$ cat config.mk
export PLATFORM = sky130hd
export DESIGN_NAME = hang_sig_detector
export DESIGN_NICKNAME = d
export VERILOG_FILES = /design/src/rtl/hang_det_pkg.sv /design/src/rtl/hang_stab_track.sv /design/src/rtl/hang_bb_match.sv /design/src/rtl/hang_mac_match.sv /design/src/rtl/hang_sig_detector.sv
export SDC_FILE = /design/constraint.sdc
export NUM_CORES = 1
export LEC_CHECK = 0
export ABC_CLOCK_PERIOD_IN_PS = 4000
export BUFFER_PORTS_ARGS = -buffer_cell sky130_fd_sc_hd__buf_2
export CAP_MARGIN = 5
export CORE_MARGIN = 4
export CORE_UTILIZATION = 50
export DETAILED_ROUTE_END_ITERATION = 8
export GPL_TIMING_DRIVEN = 0
export PLACE_DENSITY = 0.77
export RECOVER_POWER = 25
export SYNTH_ARGS = -nofsm -noshare
export SYNTH_HDL_FRONTEND = slang
export SYNTH_SLANG_ARGS = --single-unit
$ cat constraint.sdc
create_clock -name clk -period 4 [get_ports clk]
set_input_delay 0.6 -clock clk [delete_from_list [all_inputs] [get_ports clk]]
set_output_delay 0.6 -clock clk [all_outputs]
set_load 0.03 [all_outputs]
$ cat src/rtl/hang_det_pkg.sv
package hang_det_pkg;

    typedef enum logic [2:0] {
        ST_IDLE      = 3'd0,
        ST_BB_COUNT  = 3'd1,
        ST_BB_MATCH  = 3'd2,
        ST_MAC_COUNT = 3'd3,
        ST_MAC_MATCH = 3'd4,
        ST_DONE      = 3'd5
    } det_state_e;

    typedef enum logic [1:0] {
        TK_EMPTY    = 2'd0,
        TK_COUNTING = 2'd1,
        TK_STABLE   = 2'd2,
        TK_BROKEN   = 2'd3
    } track_state_e;

    localparam logic [2:0] HC_NONE     = 3'd0;
    localparam logic [2:0] HC_BB_DFS   = 3'd1;
    localparam logic [2:0] HC_BB_RIFS  = 3'd2;
    localparam logic [2:0] HC_BB_RXCLR = 3'd3;
    localparam logic [2:0] HC_MAC_SIG1 = 3'd4;
    localparam logic [2:0] HC_MAC_SIG2 = 3'd5;

    localparam int BB_ENTRIES = 4;

    function automatic logic [31:0] bb_mask(input int idx);
        return (idx == 3) ? 32'h7E7F_FFEF : 32'h7E00_0B00;
    endfunction

    function automatic logic [31:0] bb_value(input int idx);
        logic [31:0] v;
        unique case (idx)
            0:       v = 32'h1E00_0000;
            1:       v = 32'h5200_0B00;
            2:       v = 32'h1800_0B00;
            default: v = 32'h0070_2400;
        endcase
        return v;
    endfunction

    function automatic logic [2:0] bb_code(input int idx);
        logic [2:0] c;
        unique case (idx)
            0:       c = HC_BB_DFS;
            1:       c = HC_BB_RIFS;
            default: c = HC_BB_RXCLR;
        endcase
        return c;
    endfunction

    localparam logic [4:0] SIG1_FIELD     = 5'h06;
    localparam logic [1:0] SIG1_COMPLETE  = 2'h1;
    localparam logic [3:0] SIG2_STITCH    = 4'h9;
    localparam logic [3:0] SIG2_FETCH     = 4'h8;
    localparam logic [2:0] SIG2_COMPLETE  = 3'h4;

endpackage

$ cat src/rtl/hang_stab_track.sv
module hang_stab_track
    import hang_det_pkg::*;
#(
    parameter int W        = 32,
    parameter int STABLE_N = 50
) (
    input  logic         clk,
    input  logic         rst_n,
    input  logic         clear_i,
    input  logic         en_i,
    input  logic         smp_vld_i,
    input  logic [W-1:0] word_i,
    output logic         stable_o,
    output logic         broken_o,
    output logic [W-1:0] ref_o
);
    localparam int CW = $clog2(STABLE_N + 1);
    localparam logic [CW-1:0] CNT_LAST = CW'(STABLE_N);

    track_state_e tk_q;
    logic [CW-1:0] cnt_q;
    logic [W-1:0]  ref_q;

    always_ff @(posedge clk or negedge rst_n) begin
        if (!rst_n) begin
            tk_q  <= TK_EMPTY;
            cnt_q <= '0;
            ref_q <= '0;
        end else if (clear_i) begin
            tk_q  <= TK_EMPTY;
            cnt_q <= '0;
        end else if (en_i && smp_vld_i) begin
            unique case (tk_q)
                TK_EMPTY: begin
                    ref_q <= word_i;
                    cnt_q <= '0;
                    tk_q  <= TK_COUNTING;
                end
                TK_COUNTING: begin
                    if (word_i != ref_q) begin
                        tk_q <= TK_BROKEN;
                    end else begin
                        cnt_q <= cnt_q + 1'b1;
                        if (cnt_q + 1'b1 == CNT_LAST) tk_q <= TK_STABLE;
                    end
                end
                default: ;
            endcase
        end
    end

    assign stable_o = (tk_q == TK_STABLE);
    assign broken_o = (tk_q == TK_BROKEN);
    assign ref_o    = ref_q;

    // the run counter never exceeds the stability length
    a_r2_cnt_bound: assert property (@(posedge clk) disable iff (!rst_n)
        cnt_q <= CNT_LAST);

    // an abort stays latched until the next request clears it
    a_r3_broken_sticky: assert property (@(posedge clk) disable iff (!rst_n)
        (broken_o && !clear_i) |=> broken_o);

endmodule

$ cat src/rtl/hang_bb_match.sv
module hang_bb_match
    import hang_det_pkg::*;
(
    input  logic [31:0] word_i,
    output logic [2:0]  code_o
);
    logic [BB_ENTRIES-1:0] hit;

    for (genvar g = 0; g < BB_ENTRIES; g++) begin : g_entry
        assign hit[g] = ((word_i & bb_mask(g)) == bb_value(g));
    end

    always_comb begin
        code_o = HC_NONE;
        for (int i = BB_ENTRIES - 1; i >= 0; i--) begin
            if (hit[i]) code_o = bb_code(i);
        end
    end

endmodule

$ cat src/rtl/hang_mac_match.sv
module hang_mac_match
    import hang_det_pkg::*;
#(
    parameter int FW  = 5,
    parameter int N4  = 6,
    parameter int N5  = 4
) (
    input  logic [31:0] d3_i,
    input  logic [31:0] d4_i,
    input  logic [31:0] d5_i,
    input  logic [31:0] d6_i,
    output logic [2:0]  code_o
);
    localparam int NF = N4 + N5;

    logic [NF-1:0] fhit;
    logic          sig1, sig2;

    for (genvar g = 0; g < N4; g++) begin : g_d4
        assign fhit[g] = (d4_i[g*FW +: FW] == SIG1_FIELD);
    end
    for (genvar g = 0; g < N5; g++) begin : g_d5
        assign fhit[N4+g] = (d5_i[g*FW +: FW] == SIG1_FIELD);
    end

    assign sig1 = (|fhit) && (d6_i[1:0] == SIG1_COMPLETE);
    assign sig2 = (d3_i[21:18] == SIG2_STITCH) &&
                  (d3_i[25:22] == SIG2_FETCH)  &&
                  (d3_i[28:26] == SIG2_COMPLETE);

    always_comb begin
        if (sig1)      code_o = HC_MAC_SIG1;
        else if (sig2) code_o = HC_MAC_SIG2;
        else           code_o = HC_NONE;
    end

endmodule

$ cat src/rtl/hang_sig_detector.sv
module hang_sig_detector
    import hang_det_pkg::*;
#(
    parameter int STABLE_N = 50
) (
    input  logic        clk,
    input  logic        rst_n,
    input  logic        req_i,
    input  logic        req_bb_i,
    input  logic        req_mac_i,
    input  logic        smp_vld_i,
    input  logic [31:0] obs_i,
    input  logic [31:0] dbg3_i,
    input  logic [31:0] dbg4_i,
    input  logic [31:0] dbg5_i,
    input  logic [31:0] dbg6_i,
    output logic        done_o,
    output logic [2:0]  code_o
);
    localparam int MW = 4 * 32;

    det_state_e state_q, state_d;
    logic       mac_en_q;
    logic [2:0] result_q, result_d;
    logic       load_d;
    logic       start;

    logic          bb_stable, bb_broken, mac_stable, mac_broken;
    logic [31:0]   bb_ref;
    logic [MW-1:0] mac_ref;
    logic [2:0]    bb_code_w, mac_code_w;

    assign start = (state_q == ST_IDLE) && req_i;

    hang_stab_track #(.W(32), .STABLE_N(STABLE_N)) u_bb_track (
        .clk      (clk),
        .rst_n    (rst_n),
        .clear_i  (start),
        .en_i     (state_q == ST_BB_COUNT),
        .smp_vld_i(smp_vld_i),
        .word_i   (obs_i),
        .stable_o (bb_stable),
        .broken_o (bb_broken),
        .ref_o    (bb_ref)
    );

    hang_stab_track #(.W(MW), .STABLE_N(STABLE_N)) u_mac_track (
        .clk      (clk),
        .rst_n    (rst_n),
        .clear_i  (start),
        .en_i     (state_q == ST_MAC_COUNT),
        .smp_vld_i(smp_vld_i),
        .word_i   ({dbg6_i, dbg5_i, dbg4_i, dbg3_i}),
        .stable_o (mac_stable),
        .broken_o (mac_broken),
        .ref_o    (mac_ref)
    );

    hang_bb_match u_bb_match (
        .word_i(bb_ref),
        .code_o(bb_code_w)
    );

    hang_mac_match u_mac_match (
        .d3_i  (mac_ref[31:0]),
        .d4_i  (mac_ref[63:32]),
        .d5_i  (mac_ref[95:64]),
        .d6_i  (mac_ref[127:96]),
        .code_o(mac_code_w)
    );

    // state register
    always_ff @(posedge clk or negedge rst_n) begin
        if (!rst_n) begin
            state_q  <= ST_IDLE;
            mac_en_q <= 1'b0;
        end else begin
            state_q <= state_d;
            if (start) mac_en_q <= req_mac_i;
        end
    end

    // next state and result selection
    always_comb begin
        state_d  = state_q;
        result_d = HC_NONE;
        load_d   = 1'b0;
        unique case (state_q)
            ST_IDLE: begin
                if (req_i) begin
                    if (req_bb_i)       state_d = ST_BB_COUNT;
                    else if (req_mac_i) state_d = ST_MAC_COUNT;
                    else begin
                        state_d = ST_DONE;
                        load_d  = 1'b1;
                    end
                end
            end
            ST_BB_COUNT: begin
                if (bb_broken) begin
                    if (mac_en_q) state_d = ST_MAC_COUNT;
                    else begin
                        state_d = ST_DONE;
                        load_d  = 1'b1;
                    end
                end else if (bb_stable) begin
                    state_d = ST_BB_MATCH;
                end
            end
            ST_BB_MATCH: begin
                if (bb_code_w != HC_NONE) begin
                    state_d  = ST_DONE;
                    result_d = bb_code_w;
                    load_d   = 1'b1;
                end else if (mac_en_q) begin
                    state_d = ST_MAC_COUNT;
                end else begin
                    state_d = ST_DONE;
                    load_d  = 1'b1;
                end
            end
            ST_MAC_COUNT: begin
                if (mac_broken) begin
                    state_d = ST_DONE;
                    load_d  = 1'b1;
                end else if (mac_stable) begin
                    state_d = ST_MAC_MATCH;
                end
            end
            ST_MAC_MATCH: begin
                state_d  = ST_DONE;
                result_d = mac_code_w;
                load_d   = 1'b1;
            end
            ST_DONE: state_d = ST_IDLE;
            default: state_d = ST_IDLE;
        endcase
    end

    // outputs
    always_ff @(posedge clk or negedge rst_n) begin
        if (!rst_n)      result_q <= HC_NONE;
        else if (load_d) result_q <= result_d;
    end

    always_comb begin
        done_o = (state_q == ST_DONE);
        code_o = result_q;
    end

    // completion is a single-cycle pulse
    a_r11_done_pulse: assert property (@(posedge clk) disable iff (!rst_n)
        done_o |=> !done_o);

    // the reported code stays within the defined set
    a_r4_code_range: assert property (@(posedge clk) disable iff (!rst_n)
        code_o <= HC_MAC_SIG2);

    // a baseband hit never leads into the MAC run
    a_r6_bb_hit_skips_mac: assert property (@(posedge clk) disable iff (!rst_n)
        (state_q == ST_BB_MATCH && bb_code_w != HC_NONE) |=> (state_q == ST_DONE));

    // the baseband lookup is entered only after a finished run
    a_r2_bb_match_after_run: assert property (@(posedge clk) disable iff (!rst_n)
        (state_q == ST_BB_COUNT && !bb_stable) |=> (state_q != ST_BB_MATCH));

    // the MAC lookup is entered only after a finished run
    a_r2_mac_match_after_run: assert property (@(posedge clk) disable iff (!rst_n)
        (state_q == ST_MAC_COUNT && !mac_stable) |=> (state_q != ST_MAC_MATCH));

    // a request without any enable completes on the next cycle
    a_r10_no_enable: assert property (@(posedge clk) disable iff (!rst_n)
        (start && !req_bb_i && !req_mac_i) |=> done_o);

endmodule

==> After elaboration in Yosys (flattened, before gate mapping) <==
Cells that the tools add are included.
{ "word_totals": {"reg_bits": 183, "latch_bits": 0, "ram_bits": 0, "romBits": 0, "input_bits": 166, "out_inout_bits": 4, "mem_count": 0} }
{ "classes": {"add_sub_neg": 2, "mul": 0, "n_div": 0, "magnitude_cmp": 0, "n_eq_ne": 40, "shifts": 0, "n_mux": 44, "bitwise": 1, "reduce_logical": 22} }
{ "ops": {"columns": ["cell", "n"], "rows": [
  ["$ne 128x128->1", 1],
  ["$eq 5x3->1 const B", 10],
  ["$mux 3", 15],
  ["$mux 6", 6],
  ["$ne 32x32->1", 1],
  ["$eq 28x22->1 const B", 1],
  ["$pmux 6 s2", 2],
  ["$reduce_and 3->1", 7],
  ["$eq 9x7->1 const B", 2],
  ["$mux 2", 9],
  ["$pmux 3 s5", 1],
  ["$add 6x1->6 const B", 2],
  ["$eq 6x6->1 const B", 2],
  ["$ne 3x3->1 const B", 4],
  ["$reduce_or 10->1", 1],
  ["$eq 3x3->1 const B", 3],
  ["$eq 9x9->1 const B", 1],
  ["$reduce_bool 3->1", 3],
  ["$eq 2x2->1 const B", 4],
  ["$eq 4x4->1 const B", 2],
  ["$ne 4x2->1 const B", 2],
  ["$pmux 2 s2", 2],
  ["$mux 1", 7],
  ["$eq 2x1->1 const B", 3],
  ["10 further kinds", 18]
]} }

==> Logic depth before layout (Yosys ltp) <==
{ "depth": {"depth_word": 8, "depth_mapped": 7, "ltp_nobuf": 7} }

==> Hierarchy <==
Synthesis repeated with hierarchy kept, for this count alone.
{ "unflattened": {"hier_cells": 797, "area_unflattened_um2": 9816.9} }
{ "modules_own_cells": {"columns": ["mod", "instances", "cells_per_inst", "area_each_um2", "seq_area_each_um2"], "rows": [
  ["hang_stab_track (u_mac_track)", 1, 504, 6764.0, 3403.3],
  ["hang_stab_track (u_bb_track)", 1, 184, 2119.5, 1001.0],
  ["hang_sig_detector", 1, 59, 544.3, 175.2],
  ["hang_mac_match", 1, 29, 224.0, 0.0],
  ["hang_bb_match", 1, 21, 165.2, 0.0]
]} }

==> Least setup slack after synthesis <==
No wires, ideal clock.
{ "synth_timing": {"path_type": "reg2reg", "start": "register u_bb_track.ref_q[30] (netlist: u_bb_track.ref_o[30])", "end": "register result_q[2] (netlist: code_o[2])", "arrival_time_ns": 1.964, "required_ns": 3.874, "setup_slack_ns": 1.910, "path_stages_with_launch": 6, "period_less_slack_ns": 2.090, "path_cell_list": "dfrtp_1 -> or4_1 -> or4_4 -> nand4_2 -> a21oi_2 -> a221o_1"} }
{ "synth_via": {"elab_chain_len": 8, "elab_cells_between_ends": 13} }
{ "synth_lines": {"columns": ["element", "line", "source"], "rows": [
  ["start: declaration", "hang_stab_track.sv:22", "logic [W-1:0] ref_q;"],
  ["start signal: assignment", "hang_stab_track.sv:35", "ref_q <= word_i;"],
  ["$eq 28x22->1", "hang_bb_match.sv:10", "assign hit[g] = ((word_i & bb_mask(g)) == bb_value(g));"],
  ["$mux 2", "hang_bb_match.sv:16", "if (hit[i]) code_o = bb_code(i);"],
  ["$mux 3 (2 in series)", "hang_bb_match.sv:16", null],
  ["$mux 3 *", "hang_bb_match.sv:16", null],
  ["$reduce_bool 3->1", "hang_sig_detector.sv:111", "if (bb_code_w != HC_NONE) begin"],
  ["$mux 1 / $mux 3 (equally long branches)", "hang_sig_detector.sv:111", null],
  ["$pmux 1 s5 / $pmux 3 s2 (equally long branches)", "hang_sig_detector.sv:88", "unique case (state_q)"],
  ["end signal: assignment", "hang_sig_detector.sv:143", "else if (load_d) result_q <= result_d;"],
  ["end: declaration", "hang_sig_detector.sv:24", "logic [2:0] result_q, result_d;"]
]} }
Mark *: on every way between the ends. The rest lies on a longest branch, timed or not.
A chain may end at the register's enable or synchronous reset.

==> Worst setup path after layout <==
{ "layout_timing": {"start": "register u_mac_track.ref_q[22] (netlist: u_mac_track.ref_o[22])", "end": "register u_mac_track.cnt_q[0]"} }
{ "layout_via": {"elab_chain_len": 3} }
{ "layout_lines": {"columns": ["element", "line", "source"], "rows": [
  ["start: declaration", "hang_stab_track.sv:22", null],
  ["start signal: assignment", "hang_stab_track.sv:35", null],
  ["$ne 128x128->1", "hang_stab_track.sv:40", "if (word_i != ref_q) begin"],
  ["$ne 3x3->1 (no source line)", null, null],
  ["$reduce_and 3->1 (no source line)", null, null],
  ["end signal: assignment", "hang_stab_track.sv:43", "cnt_q <= cnt_q + 1'b1;"],
  ["end: declaration", "hang_stab_track.sv:21", "logic [CW-1:0] cnt_q;"]
]} }
No other way between the ends.

==> results.ini <==
[outcome]
status = complete, but fails checks
failed_checks = capacitance limit, slew limit

[yosys]
ys_top_cells_by_area = dfrtp_1 48%, mux2_2 19%, xnor2_1 15%, nand4_1 3.0%, nand2_1 1.1%
synth_edf_count = 0
synth_area_sq_mm = 0.009465
synth.distinct_cells = 56
yosysWarnings = 0
ys_seq_elements = 183
async_flop_share = 1.000
ys_seq_area_frac = 0.4838
syn_avg_cell_area_sq_um = 12.14
netlist.top_cell.by_area = dfrtp_1
netlist.area_leader.share = 0.4838
synth-main-ff-cell = dfrtp_1
synthCells = 780
syn_nets = 950

[place]
gp_congestion = 0.8367
hpwl_um = 17600
port_buffers = 169
dpl_cell_area_sq_mm = 0.01064
place_ws_ps = 1221

[clocking]
insertion_delay_ps = 440
hold_buffers = 0
h-tree-depth = 4
cts-root-buf = clkbuf_16
cts.path.max_buffers = 2
clk_pin_slew_worst_paths_ps = 70
cts_buffers = 17
clkSinkCount = 183
cts_tree = done
cts_resized = 0
cts_setup_buffers = 0

[sta]
worst_pin_slew_ps = 1886
setup_viol = 0
rsz0062_at_grt = no
post-route-min-period_ps = 2518
relSlewSlack = -0.2573
fin_skew_ps = 14.33
fin_crit_sh = 0.6296
fmaxAchievable_mhz = 397.1
fin_ws_ps = 1482
finalMaxSlewViolations = 72
timing_hold_violations_final = 0

[power]
ir_drop_mv = 0.3619
power_leakage_nw = 4.840
p_per_area_mw_per_mm2 = 659.8
p_total_mw = 7.423

[die]
dieWidth_um = 145.6
core_sq_mm = 0.01864
start_util = 0.5077
die-height_um = 145.6
rows = 50
dieArea_sq_mm = 0.02120
ios = 170

[grt]
grt_usage = 0.2196
overflow = 0
antenna_found_initial = 11
grt_max_degree = 113
grt_pass1_wl_um = 36120
grt_pass1_vias = 6851

[routing]
drc = 0
postRouteAntennaNets = 0
wl_per_cell_um = 19.02
firstDrtPassIters = 5
vias_per_cell = 5.501
wl_um = 23220
dr_total_vias = 6717
drt_iter0_drc = 398

[critical_path]
required_ps = 4310
critical_path.endpoint_type = flop
cp_max_fo = 10
worstSetupPathType = flop to flop
worstSetupStartpointType = flop
cp.arrival_ps = 2830

[cells_and_area]
nFillCells = 1480
drive_above_1_share = 0.3880
fin_util = 0.6035
fin_area_sq_mm = 0.01125
area_growth_syn_to_layout_pct = 18.86
nets = 1139

[flow_run]
cap_violations = 1

[hold_path]
hp-class = input port to flop

[per-stage QoR]
step                      hold WS [ps]  TNS, ps  cells
after floorplan                  304.4        0    780
after global placement           496.0  -144630   1183
after detailed placement         492.7        0   1184
after CTS                        144.9        0   1216
after global routing             401.0        0   1219
final                            401.8        0   1221
[path summary, 6_finish.rpt]
kind                                  startpoint              endpoint  slack, ps  depth (start not counted)
setup / recovery           u_mac_track.ref_o[22]  u_mac_track.cnt_q[0]       1480                          7
hold / removal                         req_mac_i              mac_en_q        400                          3
setup reg to reg           u_mac_track.ref_o[22]  u_mac_track.cnt_q[0]       1480                          7
hold reg to reg                        code_o[1]             code_o[1]        510                          1
max in group asynchronous                  rst_n            state_q[0]       2000                          2
min in group asynchronous                  rst_n            state_q[1]        670                          1
[cell usage in the layout, fill, tap and decap left out, types with 5 or more instances in the layout]
| cell type | Yosys | routed |
|---|---|---|
| a21oi_1 | 11 | 11 |
| nand4_1 | 45 | 45 |
| clkbuf_16 | 0 | 17 |
| nor4_1 | 14 | 14 |
| dfrtp_1 | 183 | 183 |
| xnor2_1 | 162 | 162 |
| mux2_2 | 161 | 161 |
| clkbuf_1 | 10 | 10 |
| or4bb_1 | 7 | 7 |
| nor2_1 | 27 | 27 |
| nor3_1 | 9 | 9 |
| and3_1 | 6 | 6 |
| o21ai_0 | 7 | 7 |
| inv_1 | 14 | 14 |
| nand2_1 | 28 | 28 |
| buf_2 | 12 | 180 |
| nand3_1 | 9 | 9 |
| diode_2 | 0 | 5 |
[metal layers]
| metal | global-route usage | part of all wire | up-vias |
|---|---|---|---|
| met2 | 0.3702 | 0.49 | 168 |
| li1 | - | - | 3209 |
| met3 | 0.07069 | 0.075 | 48 |
| met5 | 0 | 0.0040 | - |
| met1 | 0.2690 | 0.41 | 3276 |
| met4 | 0.07123 | 0.025 | 16 |
[state kept, by name, indices dropped and copies added (netlist names)]
signal / cells
u_bb_track.tk_q: 2
u_bb_track.ref_o: 32
u_bb_track.cnt_q: 6
mac_en_q: 1
state_q: 3
u_mac_track.tk_q: 2
u_mac_track.cnt_q: 6
code_o: 3
u_mac_track.ref_o: 128
[layout make-up]
class,count,area [sq um],share of cell area
Inverter,14,52.55,0.004671
Clock inverter,15,181.4,0.01613
Sequential cell,183,4579,0.4070
Antenna cell,5,12.51,0.001112
Buffer,23,105.1,0.009342
Tap cell,234,292.8,0.02602
Timing Repair Buffer,170,873.3,0.07762
Multi-Input combinational cell,560,4728,0.4203
Clock buffer,17,425.4,0.03781
[power by group]
part           internal, mW  leakage, nW  switching, mW
Clock                 0.895        0.286          0.833
Combinational          1.42         2.25          0.967
Sequential             2.63         2.31          0.682
[Yosys cell counts (2+ instances only)]
cell type  instances
mux2_2           161
nor2b_1            2
a221o_1            3
nor2_1            27
nand2_1           28
nand4bb_1          2
or4bb_1            7
nor4b_1            4
or3_1              4
o31a_1             3
a22o_1             3
nand3_1            9
ha_1               4
dfrtp_1          183
buf_2             12
nor3_1             9
clkbuf_1          10
and3_1             6
o311ai_0           3
o21bai_1           2
or4_1              3
nor4_1            14
a221oi_1           2
inv_1             14
o21ai_0            7
a21oi_1           11
o32ai_1            2
nand2b_1           4
nand4_1           45
o211ai_1           4
a31oi_1            3
nand3b_1           3
nand4b_1           2
xnor2_1          162
[kinds of logic (layout without fill, tap and decap cells)]
| family | after synthesis | after routing | share of synthesized area |
|---|---|---|---|
| and+or+nand+nor | 174 | 174 | 0.1069 |
| buffers and inverters | 37 | 239 | 0.01666 |
| AOI/OAI and AO/OA | 58 | 58 | 0.04495 |
| DFF | 183 | 183 | 0.4838 |
| other | 0 | 5 | 0 |
| xor gates and xnor gates | 163 | 163 | 0.1508 |
| muxes | 161 | 161 | 0.1915 |
| adders and majority gates | 4 | 4 | 0.005288 |
[worst max-delay path, stage by stage, from the launching register on]
cell       delay [ps]
dfrtp_1           420
xnor2_1           260
nand4_1           150
nor4_1            530
nand4_1           260
clkbuf_1          270
o21ai_0           370
a2bb2oi_1         120
(Power assumes the default switching activity.)
